**src/rtl/coal_pkg.sv**
```systemverilog
package coal_pkg;
  localparam int CNT_W      = 15;  // count threshold field and pending count
  localparam int TMR_W      = 13;  // timeout threshold field
  localparam int TMR_EN_BIT = 18;  // timer enable position in the threshold word
  localparam int REG_W      = 32;  // configuration word width
  localparam int ADDR_HI_W  = 16;  // used part of the high address word
  localparam int DATA_W     = 32;  // message data width
endpackage

```
**src/rtl/coal_arm.sv**
```systemverilog
module coal_arm #(
  parameter int CNT_W = 15
) (
  input  logic             clk,
  input  logic             rst_n,
  input  logic             cpl_evt,
  input  logic [CNT_W-1:0] pend,
  input  logic [CNT_W-1:0] cnt_thr,
  input  logic             busy,
  input  logic             tmr_hit,
  output logic             armed,
  output logic             pend_nz,
  output logic             launch
);
  logic [CNT_W-1:0] pend_q;
  logic             released;
  logic             cnt_hit;

  assign pend_nz  = |pend;
  assign released = pend < pend_q;
  assign cnt_hit  = pend >= cnt_thr;
  assign launch   = armed & ~busy & pend_nz & (cnt_hit | tmr_hit);

  always_ff @(posedge clk) begin
    if (!rst_n) begin
      armed  <= 1'b0;
      pend_q <= '0;
    end else begin
      pend_q <= pend;
      if (cpl_evt || released) armed <= 1'b1;
      else if (launch)         armed <= 1'b0;
    end
  end

  AST_COINCIDE_KEEPS_ARM: assert property (@(posedge clk) disable iff (!rst_n)
    (launch && cpl_evt) |=> armed);
endmodule

```
**src/rtl/coal_timer.sv**
```systemverilog
module coal_timer #(
  parameter int TMR_W = 13
) (
  input  logic             clk,
  input  logic             rst_n,
  input  logic             en,
  input  logic [TMR_W-1:0] thr,
  input  logic             armed,
  input  logic             pend_nz,
  input  logic             busy,
  input  logic             launch,
  output logic             hit
);
  localparam logic [TMR_W-1:0] TMR_MAX = {TMR_W{1'b1}};

  logic [TMR_W-1:0] tick_q;
  logic             counting;

  assign counting = en & armed & pend_nz & ~busy;
  assign hit      = counting & (tick_q >= thr);

  always_ff @(posedge clk) begin
    if (!rst_n)                    tick_q <= '0;
    else if (!counting || launch)  tick_q <= '0;
    else if (tick_q != TMR_MAX)    tick_q <= tick_q + 1'b1;
  end

  AST_TMR_HIT_LAUNCHES: assert property (@(posedge clk) disable iff (!rst_n)
    hit |-> launch);
endmodule

```
**src/rtl/coal_msg.sv**
```systemverilog
module coal_msg #(
  parameter int ADDR_W = 48,
  parameter int DATA_W = 32
) (
  input  logic              clk,
  input  logic              rst_n,
  input  logic              launch,
  input  logic [ADDR_W-1:0] addr_in,
  input  logic [DATA_W-1:0] data_in,
  input  logic              ready,
  output logic              valid,
  output logic [ADDR_W-1:0] addr,
  output logic [DATA_W-1:0] data
);
  always_ff @(posedge clk) begin
    if (!rst_n) begin
      valid <= 1'b0;
      addr  <= '0;
      data  <= '0;
    end else if (launch) begin
      valid <= 1'b1;
      addr  <= addr_in;
      data  <= data_in;
    end else if (ready) begin
      valid <= 1'b0;
    end
  end

  AST_HOLD_UNTIL_READY: assert property (@(posedge clk) disable iff (!rst_n)
    (valid && !ready) |=> (valid && $stable(addr) && $stable(data)));
endmodule

```
**src/rtl/cpl_irq_coalescer.sv**
```systemverilog
module cpl_irq_coalescer #(
  parameter int CNT_W      = coal_pkg::CNT_W,
  parameter int TMR_W      = coal_pkg::TMR_W,
  parameter int TMR_EN_BIT = coal_pkg::TMR_EN_BIT,
  parameter int REG_W      = coal_pkg::REG_W,
  parameter int ADDR_HI_W  = coal_pkg::ADDR_HI_W,
  parameter int DATA_W     = coal_pkg::DATA_W
) (
  input  logic                        clk,
  input  logic                        rst_n,
  input  logic                        cpl_evt,
  input  logic [CNT_W-1:0]            pend_count,
  input  logic [REG_W-1:0]            cfg_thr_reg,
  input  logic [REG_W-1:0]            cfg_tmo_reg,
  input  logic [REG_W-1:0]            cfg_addr_lo,
  input  logic [ADDR_HI_W-1:0]        cfg_addr_hi,
  input  logic [DATA_W-1:0]           cfg_data,
  output logic                        msg_valid,
  input  logic                        msg_ready,
  output logic [REG_W+ADDR_HI_W-1:0]  msg_addr,
  output logic [DATA_W-1:0]           msg_data
);
  localparam int ADDR_W = REG_W + ADDR_HI_W;

  logic [CNT_W-1:0]  cnt_thr;
  logic [TMR_W-1:0]  tmr_thr;
  logic              tmr_en;
  logic [ADDR_W-1:0] addr_cat;
  logic              armed, pend_nz, launch, tmr_hit;
  logic              cfg_unused;

  assign cnt_thr    = cfg_thr_reg[CNT_W-1:0];
  assign tmr_en     = cfg_thr_reg[TMR_EN_BIT];
  assign tmr_thr    = cfg_tmo_reg[TMR_W-1:0];
  assign addr_cat   = {cfg_addr_hi, cfg_addr_lo};
  assign cfg_unused = ^{cfg_thr_reg, cfg_tmo_reg};

  coal_arm #(.CNT_W(CNT_W)) u_arm (
    .clk(clk), .rst_n(rst_n), .cpl_evt(cpl_evt), .pend(pend_count),
    .cnt_thr(cnt_thr), .busy(msg_valid), .tmr_hit(tmr_hit),
    .armed(armed), .pend_nz(pend_nz), .launch(launch)
  );

  coal_timer #(.TMR_W(TMR_W)) u_timer (
    .clk(clk), .rst_n(rst_n), .en(tmr_en), .thr(tmr_thr), .armed(armed),
    .pend_nz(pend_nz), .busy(msg_valid), .launch(launch), .hit(tmr_hit)
  );

  coal_msg #(.ADDR_W(ADDR_W), .DATA_W(DATA_W)) u_msg (
    .clk(clk), .rst_n(rst_n), .launch(launch), .addr_in(addr_cat),
    .data_in(cfg_data), .ready(msg_ready), .valid(msg_valid),
    .addr(msg_addr), .data(msg_data)
  );

  AST_NO_MSG_WHEN_EMPTY: assert property (@(posedge clk) disable iff (!rst_n)
    $rose(msg_valid) |-> $past(pend_count != '0));
  AST_MSG_NEEDS_ARM: assert property (@(posedge clk) disable iff (!rst_n)
    $rose(msg_valid) |-> $past(armed));
endmodule

```
**config.mk**
```make
export PLATFORM = sky130hd
export DESIGN_NAME = cpl_irq_coalescer
export DESIGN_NICKNAME = d
export VERILOG_FILES = /design/src/rtl/coal_pkg.sv /design/src/rtl/coal_arm.sv /design/src/rtl/coal_timer.sv /design/src/rtl/coal_msg.sv /design/src/rtl/cpl_irq_coalescer.sv
export SDC_FILE = /design/constraint.sdc
export NUM_CORES = 1
export LEC_CHECK = 0
export ABC_AREA = 1
export CAP_MARGIN = 20
export CORE_ASPECT_RATIO = 0.5
export CORE_MARGIN = 8
export CORE_UTILIZATION = 45
export DETAILED_ROUTE_END_ITERATION = 8
export GPL_ROUTABILITY_DRIVEN = 0
export PLACE_DENSITY = 0.82
export REMOVE_ABC_BUFFERS = 1
export SLEW_MARGIN = 5
export SYNTH_ARGS = -nofsm -noshare
export SYNTH_HDL_FRONTEND = slang
export SYNTH_SLANG_ARGS = --single-unit
```
**constraint.sdc**
```tcl
create_clock -name clk -period 2.3 [get_ports clk]
set_input_delay 0.23 -clock clk [delete_from_list [all_inputs] [get_ports clk]]
set_output_delay 0.23 -clock clk [all_outputs]
set_load 0.05 [all_outputs]
```
==> run summary, run 1 <==
The tools report the TritonCTS sink count as 110. In this run the deepest clock path goes through 2 buffers. The number of DRC markers after the initial detailed-route iteration is 179, and the highest achievable clock rate is 0.478 GHz. Of all cell types, the one taking the most synthesized area is sky130_fd_sc_hd__dfxtp_1. The number of cells on the worst reg-to-reg path is 12. In this run the power density over the cells is 578 nW/um^2.

Across the run, the number of max-cap violations was 0. The critical path starts at cfg_tmo_reg[12]. The worst pin sits at a relative slew slack of 62.1%. Data arrives at the worst endpoint at 2370 ps. Post-CTS repair changed the size of 0 cells. The worst IR drop on VDD is 0.339 mV, and the area added between synthesis and finish is 46.0%. Most frequent standard cell in the layout excluding fill and tap cells: sky130_fd_sc_hd__clkdlybuf4s50_1. Synthesis produced 707 cells.

The tools report the count of antenna-violating nets left after detailed routing as 0. The vias per cell works out to 4.74. Sequential elements use 35.2% of the synthesized area. The shortest clock period the worst path allows after layout is 2090 ps, and the number of remaining DRC errors is 0. The tools report the kind of start point of the critical path as an input pin. The HPWL after detailed placement is 13200 um.

For the final database, setup skew stands at 7.74 ps. The tools report the via count of the first global-routing pass as 5600. The synthesized netlist occupies a cell area of 6260 um^2. The number of setup buffers added after CTS is 0. Entering global routing, the biggest net connects 46 pins. The tools report the launch point of the worst reg-to-reg path as u_timer.tick_q[12]$_SDFFE_PP0P_. Once the floorplan was initialized, standard cells occupied 46.2% of the core. Once layout is complete, the utilization of the core stands at 67.4%. The clock latency on the worst-skew pair is 340 ps.

In this run the critical register-to-register path is captured at u_msg.data[28]$_SDFFE_PN0P_. In the layout the commonest cells are 208 x sky130_fd_sc_hd__clkdlybuf4s50_1, 110 x sky130_fd_sc_hd__dfxtp_1, 93 x sky130_fd_sc_hd__nand2_1. The logs give 0 for the final hold violation count and 3.66 nW for the leakage power total. The floorplan step defined a die boundary enclosing 18200 um^2. The average size of a mapped cell is 8.85 um^2, and the share of flip-flops with an asynchronous set or reset is 0%.

In the finished design, the share of the clock period the worst path needs comes to 91.0%. The number of levels in the clock H-tree is 3, and the required time of the worst setup path is 2580 ps. The final setup violation count was 0; the TritonCTS buffer count was 9.

The capturing element type of the critical path was a flip-flop. The initial antenna violation count was 0; the hold buffer count at cts was 0. Cells with a size suffix above 1 make up 24.7% of the layout. From left edge to right edge, the die measures 183 um. Type of the worst setup path: in2reg. The run finished with clean final reports. Class of the tightest hold or removal check: in2reg.

Across all register-to-register paths, the minimum setup slack is 240 ps. The floorplan step set the die height to 99.4 um. The fill cell total of the finished layout came out at 1079.

The tools report the root cell of the clock tree as sky130_fd_sc_hd__clkbuf_16. The logs give 0 for the global route total overflow and 18.3% for the combined global-route utilization of all metal layers. After synthesis, the largest area contributor takes up 35.2% of total cell area. Capture point of the worst path: u_msg.data[28]$_SDFFE_PN0P_.

Clock-pin slew was measured on the worst setup and hold paths at 70 ps. In the final design database the tool counted 1143 nets. By area the synthesized netlist is led by sky130_fd_sc_hd__dfxtp_1 35%, sky130_fd_sc_hd__nand2_4 15%, sky130_fd_sc_hd__a21oi_2 11%, sky130_fd_sc_hd__ha_1 8.6%, sky130_fd_sc_hd__nand3_1 7.4%. For this run, the number of Yosys warnings is 0. During I/O placement, the number of pins put on the boundary was 244. The slew at the pin with the worst max-slew slack is 567 ps, and the sum of negative setup slack is 0 ps.

The initialized floorplan defines 30 standard-cell rows. For this block, the routed nets add up to 16700 um of wire. For the global-route wire length before repair, the log shows 27500 um. Setup repair after global routing left no endpoint under its margin. The routed wire length per instance is 14.8 um, and the number of flops mapped to enable cells by yosys is 0. The run gives 0 as the antenna diode instance count. The most used flip-flop cell after synthesis is sky130_fd_sc_hd__dfxtp_1. The number of different library cells in the post-synthesis netlist is 30, and the number of iterations in the first detailed-routing pass is 4. In this run, synthesis produced a sequential element count of 110.

The final max-slew violation count was 0; the area of the placeable core was 13600 um^2. TritonCTS built the clock tree. The largest fanout on the critical path was 26; the number of buffers added on ports was 208. The routed layout has 5377 vias.
==> logic make-up after synthesis <==
logic type      count (synthesis)  synth area share (%)
buf+inv                       117                  9.46
simple gates                  323                  32.4
compound gates                109                  13.6
fa+ha+maj                      43                  8.60
flops                         110                  35.2
xor+xnor                        5                 0.700
==> critical path, cell delays in order <==
cell and delay (ps):
sky130_fd_sc_hd__clkdlybuf4s50_1 460, sky130_fd_sc_hd__inv_1 40, sky130_fd_sc_hd__ha_1 310, sky130_fd_sc_hd__nand2_1 70, sky130_fd_sc_hd__nor2_2 140, sky130_fd_sc_hd__nand2_1 80, sky130_fd_sc_hd__nor2_1 90, sky130_fd_sc_hd__nand2_1 70
sky130_fd_sc_hd__nand3_2 110, sky130_fd_sc_hd__nand2_4 80, sky130_fd_sc_hd__nand2_8 90, sky130_fd_sc_hd__buf_4 290, sky130_fd_sc_hd__nand3_1 140, sky130_fd_sc_hd__a21oi_2 150
==> area by class of cell <==
| cell class | count | area (um^2) | share of cell area (%) |
|---|---|---|---|
| clock buffers | 9 | 225 | 2.47 |
| inverters | 83 | 314 | 3.44 |
| clock inverters | 7 | 96.3 | 1.05 |
| flip-flops and latches | 110 | 2200 | 24.1 |
| repair buffers | 253 | 2590 | 28.4 |
| well taps | 192 | 240 | 2.63 |
| multi-input cells | 480 | 3460 | 37.9 |
==> Yosys cell counts (2+ instances only) <==
cell type                  number
sky130_fd_sc_hd__a21oi_1       22
sky130_fd_sc_hd__a21oi_2       81
sky130_fd_sc_hd__buf_12         8
sky130_fd_sc_hd__buf_2         15
sky130_fd_sc_hd__clkbuf_1      10
sky130_fd_sc_hd__dfxtp_1      110
sky130_fd_sc_hd__ha_1          43
sky130_fd_sc_hd__inv_1         80
sky130_fd_sc_hd__inv_2          3
sky130_fd_sc_hd__nand2_1       93
sky130_fd_sc_hd__nand2_4       81
sky130_fd_sc_hd__nand2_8        2
sky130_fd_sc_hd__nand3_1       92
sky130_fd_sc_hd__nand3_2        2
sky130_fd_sc_hd__nand4_1        4
sky130_fd_sc_hd__nor2_1        38
sky130_fd_sc_hd__nor3_1         3
sky130_fd_sc_hd__nor3b_1        2
sky130_fd_sc_hd__o21ai_0        4
sky130_fd_sc_hd__xor2_1         4
==> metrics by stage <==
step	setup WS (ps)	std cells	hold WS [ps]	total power, mW	cell area, um^2
after floorplan	-664	673	323	2.95	5980
after global placement	-82.7	1118	448	3.63	8810
after detailed placement	-142	1118	459	3.66	8810
after CTS	203	1134	452	5.34	9140
after global routing	16.8	1134	472	5.53	9140
final	207	1134	466	5.28	9140
==> flip-flops by register name, indices dropped and copies added, names as in the netlist <==
signal and cells:
u_arm.pend_q 15, u_msg.addr 48, u_timer.tick_q 13, u_arm.armed 1
u_msg.data 32, u_msg.valid 1
==> where the power goes <==
group | switching [mW] | internal [mW] | total, mW
Sequential | 0.0856 | 2.00 | 2.08
Combinational | 0.846 | 0.680 | 1.53
Clock | 0.710 | 0.957 | 1.67
Total | 1.64 | 3.64 | 5.28
==> routing by layer <==
layer	GRT usage (%)	up-vias	share of wire [%]
li1	-	2758	-
met1	19.6	2496	40
met2	34.5	103	53
met3	5.02	20	4.8
met4	6.07	0	2.3
met5	0	-	0
==> worst min path at each step <==
stage,startpoint,to,slack [ps],cells past startpoint
final,cfg_data[15],u_msg.data[15]$_SDFFE_PN0P_,470,3
after global routing,cfg_addr_lo[7],u_msg.addr[7]$_SDFFE_PN0P_,470,3
after CTS,cfg_data[15],u_msg.data[15]$_SDFFE_PN0P_,450,3
after detailed placement,u_msg.addr[9]$_SDFFE_PN0P_,u_msg.addr[9]$_SDFFE_PN0P_,460,2
after global placement,u_msg.addr[10]$_SDFFE_PN0P_,u_msg.addr[10]$_SDFFE_PN0P_,450,2
after floorplan,pend_count[0],u_arm.pend_q[0]$_SDFF_PN0_,320,2
Power figures use the tool's default switching activity.
==> run 2, diff against run 1 <==
CELL_PAD_IN_SITES_DETAIL_PLACEMENT = 1   (was not set)
CELL_PAD_IN_SITES_GLOBAL_PLACEMENT = 2   (was not set)
CORE_MARGIN = 5   (was 8)
CORE_UTILIZATION = 25   (was 45)
PLACE_DENSITY = not set   (was 0.82)
PLACE_DENSITY_LB_ADDON = 0.1   (was not set)
RECOVER_POWER = 25   (was not set)
==> run 2 against run 1 <==
Largest power group unchanged. Clock power hardly changed. Design area is 1.6% higher. Critical path depth stayed put.
==> run summary, run 2 (synthesis gave the netlist of run 1 again) <==
The flow ran to the end, and the final reports show no timing, DRC or antenna violations. For the number of levels in the clock H-tree, the log shows 3. At the end of the flow the core is filled with cells to 38.1%. The run gives 2600 ps as the required time of the worst setup path. The logs give 0 for the final hold violation count and 2 for the maximum count of clock buffers along a single path. The worst pin sits at a relative slew slack of 48.7%. In this run the clock root is driven by a sky130_fd_sc_hd__clkbuf_16. For the largest net degree at the start of global routing, the log shows 54. Measured along the y axis, the die boundary spans 122 um. For the leakage power total, the log shows 3.75 nW. The areal power density over the cells is 566 nW/um^2. For this run, the total global-route usage over all layers was measured as 13.8%. Data on the critical path arrives at its endpoint at 2360 ps. The number of cells on the worst reg-to-reg path is 13. Once placement completed, the tool counted placed cells totaling 1262.

Relative to the synthesized area, the layout overhead comes to 48.3%. Setup slack on the worst reg-to-reg path comes out at 270 ps. The detail route stage leaves a number of antenna-violating nets equal to 0. The floorplan row count came out at 40. The clock drives 110 sinks. Clock tree synthesis inserted a total of 9 buffers.

The total power was 5.25 mW. Setup violations remaining at the end of the flow were counted as 0. Class of the tightest hold or removal check: in2reg. The final max-slew violation count came out at 0.

Once placement finished, the instance area stood at 8980 um^2. For this run, design rule violations remaining after detail routing come to 0. The number of non-filler instances in the completed layout was 1278; the fill cell total of the finished layout was 2839.

The worst path needs 2060 ps of the cycle, external delays included. Setup repair after global routing left no endpoint under its margin. The flip-flop count of the largest register, all copies and words added was 48; the via count of the routed design was 5430.

The pre-antenna-repair detailed-routing pass consisted of 4 iterations. The post-CTS clock slew at the launch and capture registers of the worst setup and hold paths came out at 90 ps. The first global-routing pass estimated 31500 um of wire. The worst setup path is captured at a flip-flop. The largest fanout on the critical path was 15; the multi-input logic area was 3460 um^2. TritonCTS built the clock tree. For this run the aggregate overflow at the end of global routing stands at 0. Share of the clock period used by the worst path: 89.4%.

The largest registers in the layout are u_msg.addr: 48 flops, u_msg.data: 32 flops, u_arm.pend_q: 15 flops. During placement, the flow inserted port buffers numbering 208. Clock latency on the worst-skew pair, taken at its later pin, is 370 ps.

The net count reported at finish came out at 1143. Once layout is done, the placed cells without fillers occupy 9280 um^2. In the layout the commonest cells are 175 x sky130_fd_sc_hd__clkdlybuf4s50_1, 110 x sky130_fd_sc_hd__dfxtp_1, 93 x sky130_fd_sc_hd__nand2_1. The run gives 244 as the I/O pin count.

The via count of the first global-routing pass was 5934; the slew at the pin with the worst max-slew slack was 770 ps. Type of the worst setup path: in2reg. Final hold analysis gives a worst-case slack of 444 ps. In the routed layout, each cell is associated on average with a via count of 4.25. Across the whole layout, storage elements account for 2200 um^2.

The worst IR drop on VDD is 0.298 mV. The most frequent standard cell in the layout excluding fill and tap cells is sky130_fd_sc_hd__clkdlybuf4s50_1. Kind of start point of the critical path: an input pin. For this configuration, the core starts out at a cell density of 25.7%. The die covers 28500 um^2. 0 antenna diodes ended up in the layout. Dividing the detail-routed wire length by the instance count gives 15.1 um.

u_msg.addr holds more flip-flops than any other register. For this run, the top clock speed supported by timing is 0.486 GHz. The initial antenna violation count is 1, and the width of the chip is 234 um. Counting instances, the worst hold path has a depth of 3. For the final routed wirelength across all metal layers, the log shows 19300 um. Cells with a size suffix above 1 make up 24.5% of the layout. The hold buffer count at cts was 0; the clock skew was 17.2 ps.

The max-capacitance violation count is 0, and the total half-perimeter wirelength after legalization and detailed placement is 15100 um. The area of the placeable core was 24300 um^2; the number of DRC markers after the initial detailed-route iteration was 135.
## run 2: cell count changes in the layout (fill, tap and decap cells not counted)
cell / previous run / this run
sky130_fd_sc_hd__clkinvlp_4: 3 / 2
sky130_fd_sc_hd__buf_12: 14 / 13
sky130_fd_sc_hd__clkinv_2: 1 / 0
sky130_fd_sc_hd__clkbuf_1: 0 / 3
sky130_fd_sc_hd__nor2_2: 1 / 2
sky130_fd_sc_hd__inv_8: 0 / 1
sky130_fd_sc_hd__dlygate4sd3_1: 0 / 33
sky130_fd_sc_hd__bufinv_16: 2 / 1
sky130_fd_sc_hd__clkdlybuf4s50_1: 208 / 175
sky130_fd_sc_hd__nor2_1: 38 / 37
## run 2: repair_timing
action	4_1_cts	5_1_grt
endpoints found under the setup margin	0	2
setup buffers	0	0
resized for setup	0	1
## run 2: power breakdown
part	total [mW]	switching (mW)	internal, mW	leakage [nW]
combinational	1.51	0.857	0.652	2.71
sequential	2.08	0.0849	2.00	0.896
clock	1.66	0.796	0.860	0.138
total	5.25	1.74	3.51	3.75
## run 2: final cells by class
type	count	area share (%)
clock buffer	11	2.51
sequential	110	23.7
multi-input combinational	480	37.3
tap	336	4.53
inverter	83	3.39
timing repair buffer	253	27.8
clock inverter	5	0.701
## run 2: metrics by stage
| stage | setup TNS (ps) | worst slack [ps] |
|---|---|---|
| floorplan | -52970 | -664 |
| global placement | -15500 | -211 |
| detailed placement | -16150 | -224 |
| CTS | 0 | 178 |
| global route | 0 | 46.8 |
| finish | 0 | 243 |
## run 2: final timing paths
path,start,end
min,cfg_addr_lo[20],u_msg.addr[20]$_SDFFE_PN0P_
min reg2reg,u_msg.addr[9]$_SDFFE_PN0P_,u_msg.addr[9]$_SDFFE_PN0P_
max,cfg_thr_reg[6],u_msg.data[5]$_SDFFE_PN0P_
max reg2reg,u_timer.tick_q[10]$_SDFFE_PP0P_,u_msg.data[5]$_SDFFE_PN0P_
## run 2: worst max-delay path, stage by stage
cell and delay (ps):
sky130_fd_sc_hd__clkdlybuf4s50_1 460, sky130_fd_sc_hd__inv_1 40, sky130_fd_sc_hd__ha_1 280, sky130_fd_sc_hd__a21o_1 180, sky130_fd_sc_hd__nor2_1 150, sky130_fd_sc_hd__nand2_1 70, sky130_fd_sc_hd__nand2_1 70, sky130_fd_sc_hd__nand2_1 90
sky130_fd_sc_hd__nand2_4 110, sky130_fd_sc_hd__nand2_8 90, sky130_fd_sc_hd__nand2_8 160, sky130_fd_sc_hd__buf_12 240, sky130_fd_sc_hd__nand2_4 60, sky130_fd_sc_hd__a21oi_2 110
## run 2: layer usage
metal  routed length (um)  up-vias  global-route usage, %  share of wire [%]
met1                 8380     2596                   16.8                 43
met4                  223        2                   3.33                1.2
met3                  895       17                   3.96                4.6
met2                 9770       67                   24.4                 51
met5                   13        -                      0              0.067
li1                     -     2748                      -                  -
==> run 3, diff against run 2 <==
==> constraint.sdc (replaced) <==
create_clock -name clk -period 2.3 [get_ports clk]
set_input_delay 0.345 -clock clk [delete_from_list [all_inputs] [get_ports clk]]
set_output_delay 0.345 -clock clk [all_outputs]
set_load 0.05 [all_outputs]
==> run 3 against run 2 <==
Final cell count grew 0.47%. Design area grew 1.8%. Non-clock buffer count grew 6. Sequential cell count is the same. Worst setup slack lost 100 ps. Die area is the same. First-iteration DRC count shrank 24%. Via count grew 0.48%. Register-to-register slack is essentially flat. Fmax shrank 4.7%. Worst hold slack gained 25 ps. Core utilization grew 0.70 points.
==> run summary, run 3 (synthesis gave the netlist of run 1 again) <==
The worst max-slew margin expressed relative to the limit is 60.9%. The clock drives 110 sinks. Summed over all nets, the switching power comes to 1.76 mW.

Share of total power in sequential cells: 39.1%. Of all nets on the critical path, the largest fanout is 12. The register with the most flip-flops in the layout has 48 of them.

The area of the die was 28500 um^2; the via count of the routed design was 5456. The number of setup buffers added after CTS came out at 0. The HPWL after detailed placement is 14900 um. Once layout is complete, the utilization of the core stands at 38.8%.

The clock passes through at most 2 buffers. Among the stages of the critical path, the cell type that occurs most often is sky130_fd_sc_hd__nand2_1. The final setup violation count came out at 0. In this run the power density over the cells is 564 nW/um^2. The tools report the capturing element type of the critical path as a flip-flop. The highest achievable clock rate was 0.464 GHz. Longest individual stage delay on the worst path: 460 ps. The kind of start point of the critical path was an input pin. The top cell types in the final layout, fill and taps aside, are 176 x sky130_fd_sc_hd__clkdlybuf4s50_1, 110 x sky130_fd_sc_hd__dfxtp_1, 92 x sky130_fd_sc_hd__nand3_1. The flow ran to the end, and the final reports show no timing, DRC or antenna violations. For the number of gates resized after CTS, the log shows 0.

The pre-antenna-repair detailed-routing pass consisted of 4 iterations. The critical path goes through clkdlybuf4s50_1 > inv_1 > ha_1 > a21o_1 > nor2_2 > nand2_1 > nand2_1 > nand2_2 > nand2_4 > nand2_8 > nand2_8 > buf_12 > nand2_1 > a21oi_1. For the max-capacitance violation count, the log shows 0.

The internal power component came out at 3.57 mW. Routed wire length per instance: 15.4 um. At the worst endpoint, the required time is 2600 ps. The die is 234 um wide.

Counting I/O delays and the setup requirement, the final critical path takes 2160 ps. The tools report the via count of the first global-routing pass as 5840. TritonCTS built the clock tree. For this design the static power due to leakage is 3.83 nW. After filler insertion, the fill cell instance count of the layout stands at 2819. The post-route netlist has 25.8% of its cells at a drive strength greater than 1. The starting density of the core was 25.7%; the largest net degree at the start of global routing was 81. The share of the clock period used by the worst path is 93.8%.

The worst setup path is of the in2reg kind. The root cell of the clock tree was sky130_fd_sc_hd__clkbuf_16. IR analysis of the VDD net gives a maximum drop of 0.285 mV. 0 antenna diodes ended up in the layout. The number of levels in the clock H-tree is 3, and the final max-slew violation count is 0.

Hold buffer count at cts: 0. The floorplan step set the die height to 122 um. Setup repair after global routing could not meet its margin everywhere. The clock skew is 13.3 ps, and the slew at the pin with the worst max-slew slack is 585 ps. The floorplan has 40 rows. Input and output buffers added on the ports amount to 208. Among all stages on the critical path, the largest delay is contributed by sky130_fd_sc_hd__clkdlybuf4s50_1. Clock-pin slew was measured on the worst setup and hold paths at 80 ps. The finished layout holds 1284 standard cells, fillers aside. Summed over all layers, the global routing overflow is 0. Per report_power, the clock group accounts for 31.5% of the total. For the worst-skew pair, the clock arrives at the later sink with an insertion delay of 370 ps. STA puts the critical path data arrival time at 2450 ps. The run gives 0 as the count of antenna-violating nets left after detailed routing. The first global-routing pass estimated 31300 um of wire. Counting flops per register, the top entry is u_msg.addr. In the routed design, unresolved DRC markers number 0.

The library cell used most frequently in the layout, excluding fill and tap cells, is sky130_fd_sc_hd__clkdlybuf4s50_1. At the end of the flow, the number of nets in the layout was 1150. The first routing iteration left 103 violations. Per report_power, the combinational group accounts for 29.4% of the total.

The run gives 24300 um^2 as the area of the placeable core. The area added between synthesis and finish works out to 51.0%. The vias per cell was 4.25; the final routed wirelength across all metal layers was 19700 um.

The final hold violation count was 0; the initial antenna violation count was 1. In the global route stage, overall resource usage came out at 13.8%. The TritonCTS buffer count came out at 9. The class of the tightest hold or removal check was reg2reg. Of the total power, the share spent switching nets is 33.0%. The largest registers in the layout are u_msg.addr: 48 flops, u_msg.data: 32 flops, u_arm.pend_q: 15 flops. After detailed placement, the design holds a cell count of 1265. Pin placement for this block handled 244 I/O pins.
[run 3: cell types whose count changed in the layout (fill, tap and decap cells not counted), moves of 2 or more]
cell and delta:
sky130_fd_sc_hd__clkbuf_16 +3, sky130_fd_sc_hd__buf_12 -2, sky130_fd_sc_hd__buf_16 +2, sky130_fd_sc_hd__buf_4 +2, sky130_fd_sc_hd__clkbuf_1 -2, sky130_fd_sc_hd__ha_1 -2
sky130_fd_sc_hd__ha_4 +2, sky130_fd_sc_hd__nand2_1 -2, sky130_fd_sc_hd__nand2_2 +2
[run 3: final timing paths]
kind | startpoint | endpoint | slack [ps] | depth (start not counted)
setup / recovery | cfg_thr_reg[6] | u_msg.addr[10]$_SDFFE_PN0P_ | 140 | 14
hold reg to reg | u_msg.addr[10]$_SDFFE_PN0P_ | u_msg.addr[10]$_SDFFE_PN0P_ | 470 | 2
setup reg to reg | u_timer.tick_q[10]$_SDFFE_PP0P_ | u_msg.addr[10]$_SDFFE_PN0P_ | 270 | 13
hold / removal | u_msg.addr[10]$_SDFFE_PN0P_ | u_msg.addr[10]$_SDFFE_PN0P_ | 470 | 2
[run 3: area by class of cell]
class	instances	area, um^2	share of cell area (%)
multi-input cells	481	3510	37.2
repair buffers	259	2700	28.5
flip-flops and latches	110	2200	23.3
well taps	336	420	4.45
inverters	83	314	3.32
clock buffers	10	239	2.53
clock inverters	5	66.3	0.702
[run 3: power groups by stage]
stage                     clock network [mW]  logic, mW  registers, mW
after floorplan                            0      0.553           2.40
after global placement                     0       1.54           2.13
after detailed placement                   0       1.55           2.13
after CTS                               1.76       1.55           2.09
after global routing                    1.83       1.69           2.10
final                                   1.68       1.57           2.08
[run 3: metrics by stage]
step	setup WS [ps]	total power [mW]	TNS (ps)	instance area (um^2)	hold slack (ps)
2_1_floorplan	-687	2.95	-54860	5980	438
3_3_place_gp	-325	3.67	-25930	9000	449
3_5_place_dp	-329	3.68	-25230	9000	462
4_1_cts	68.5	5.40	0	9310	473
5_1_grt	-6.59	5.61	-6.59	9450	489
6_report	143	5.33	0	9450	469
[run 3: per-layer routing]
metal	vias up	routed length (um)	global-route usage, %
met2	62	9960	24.3
met1	2616	8780	16.9
met4	2	145	2.53
met5	-	7	0
li1	2764	-	-
met3	12	836	4.33
[run 3: critical path, delay by kind of cell]
family	cells	cell delay, ps
AO/OA/AOI/OAI	2	310
adder cells (fa/ha/maj)	1	280
buffers and inverters	3	710
AND/OR/NAND/NOR	8	800
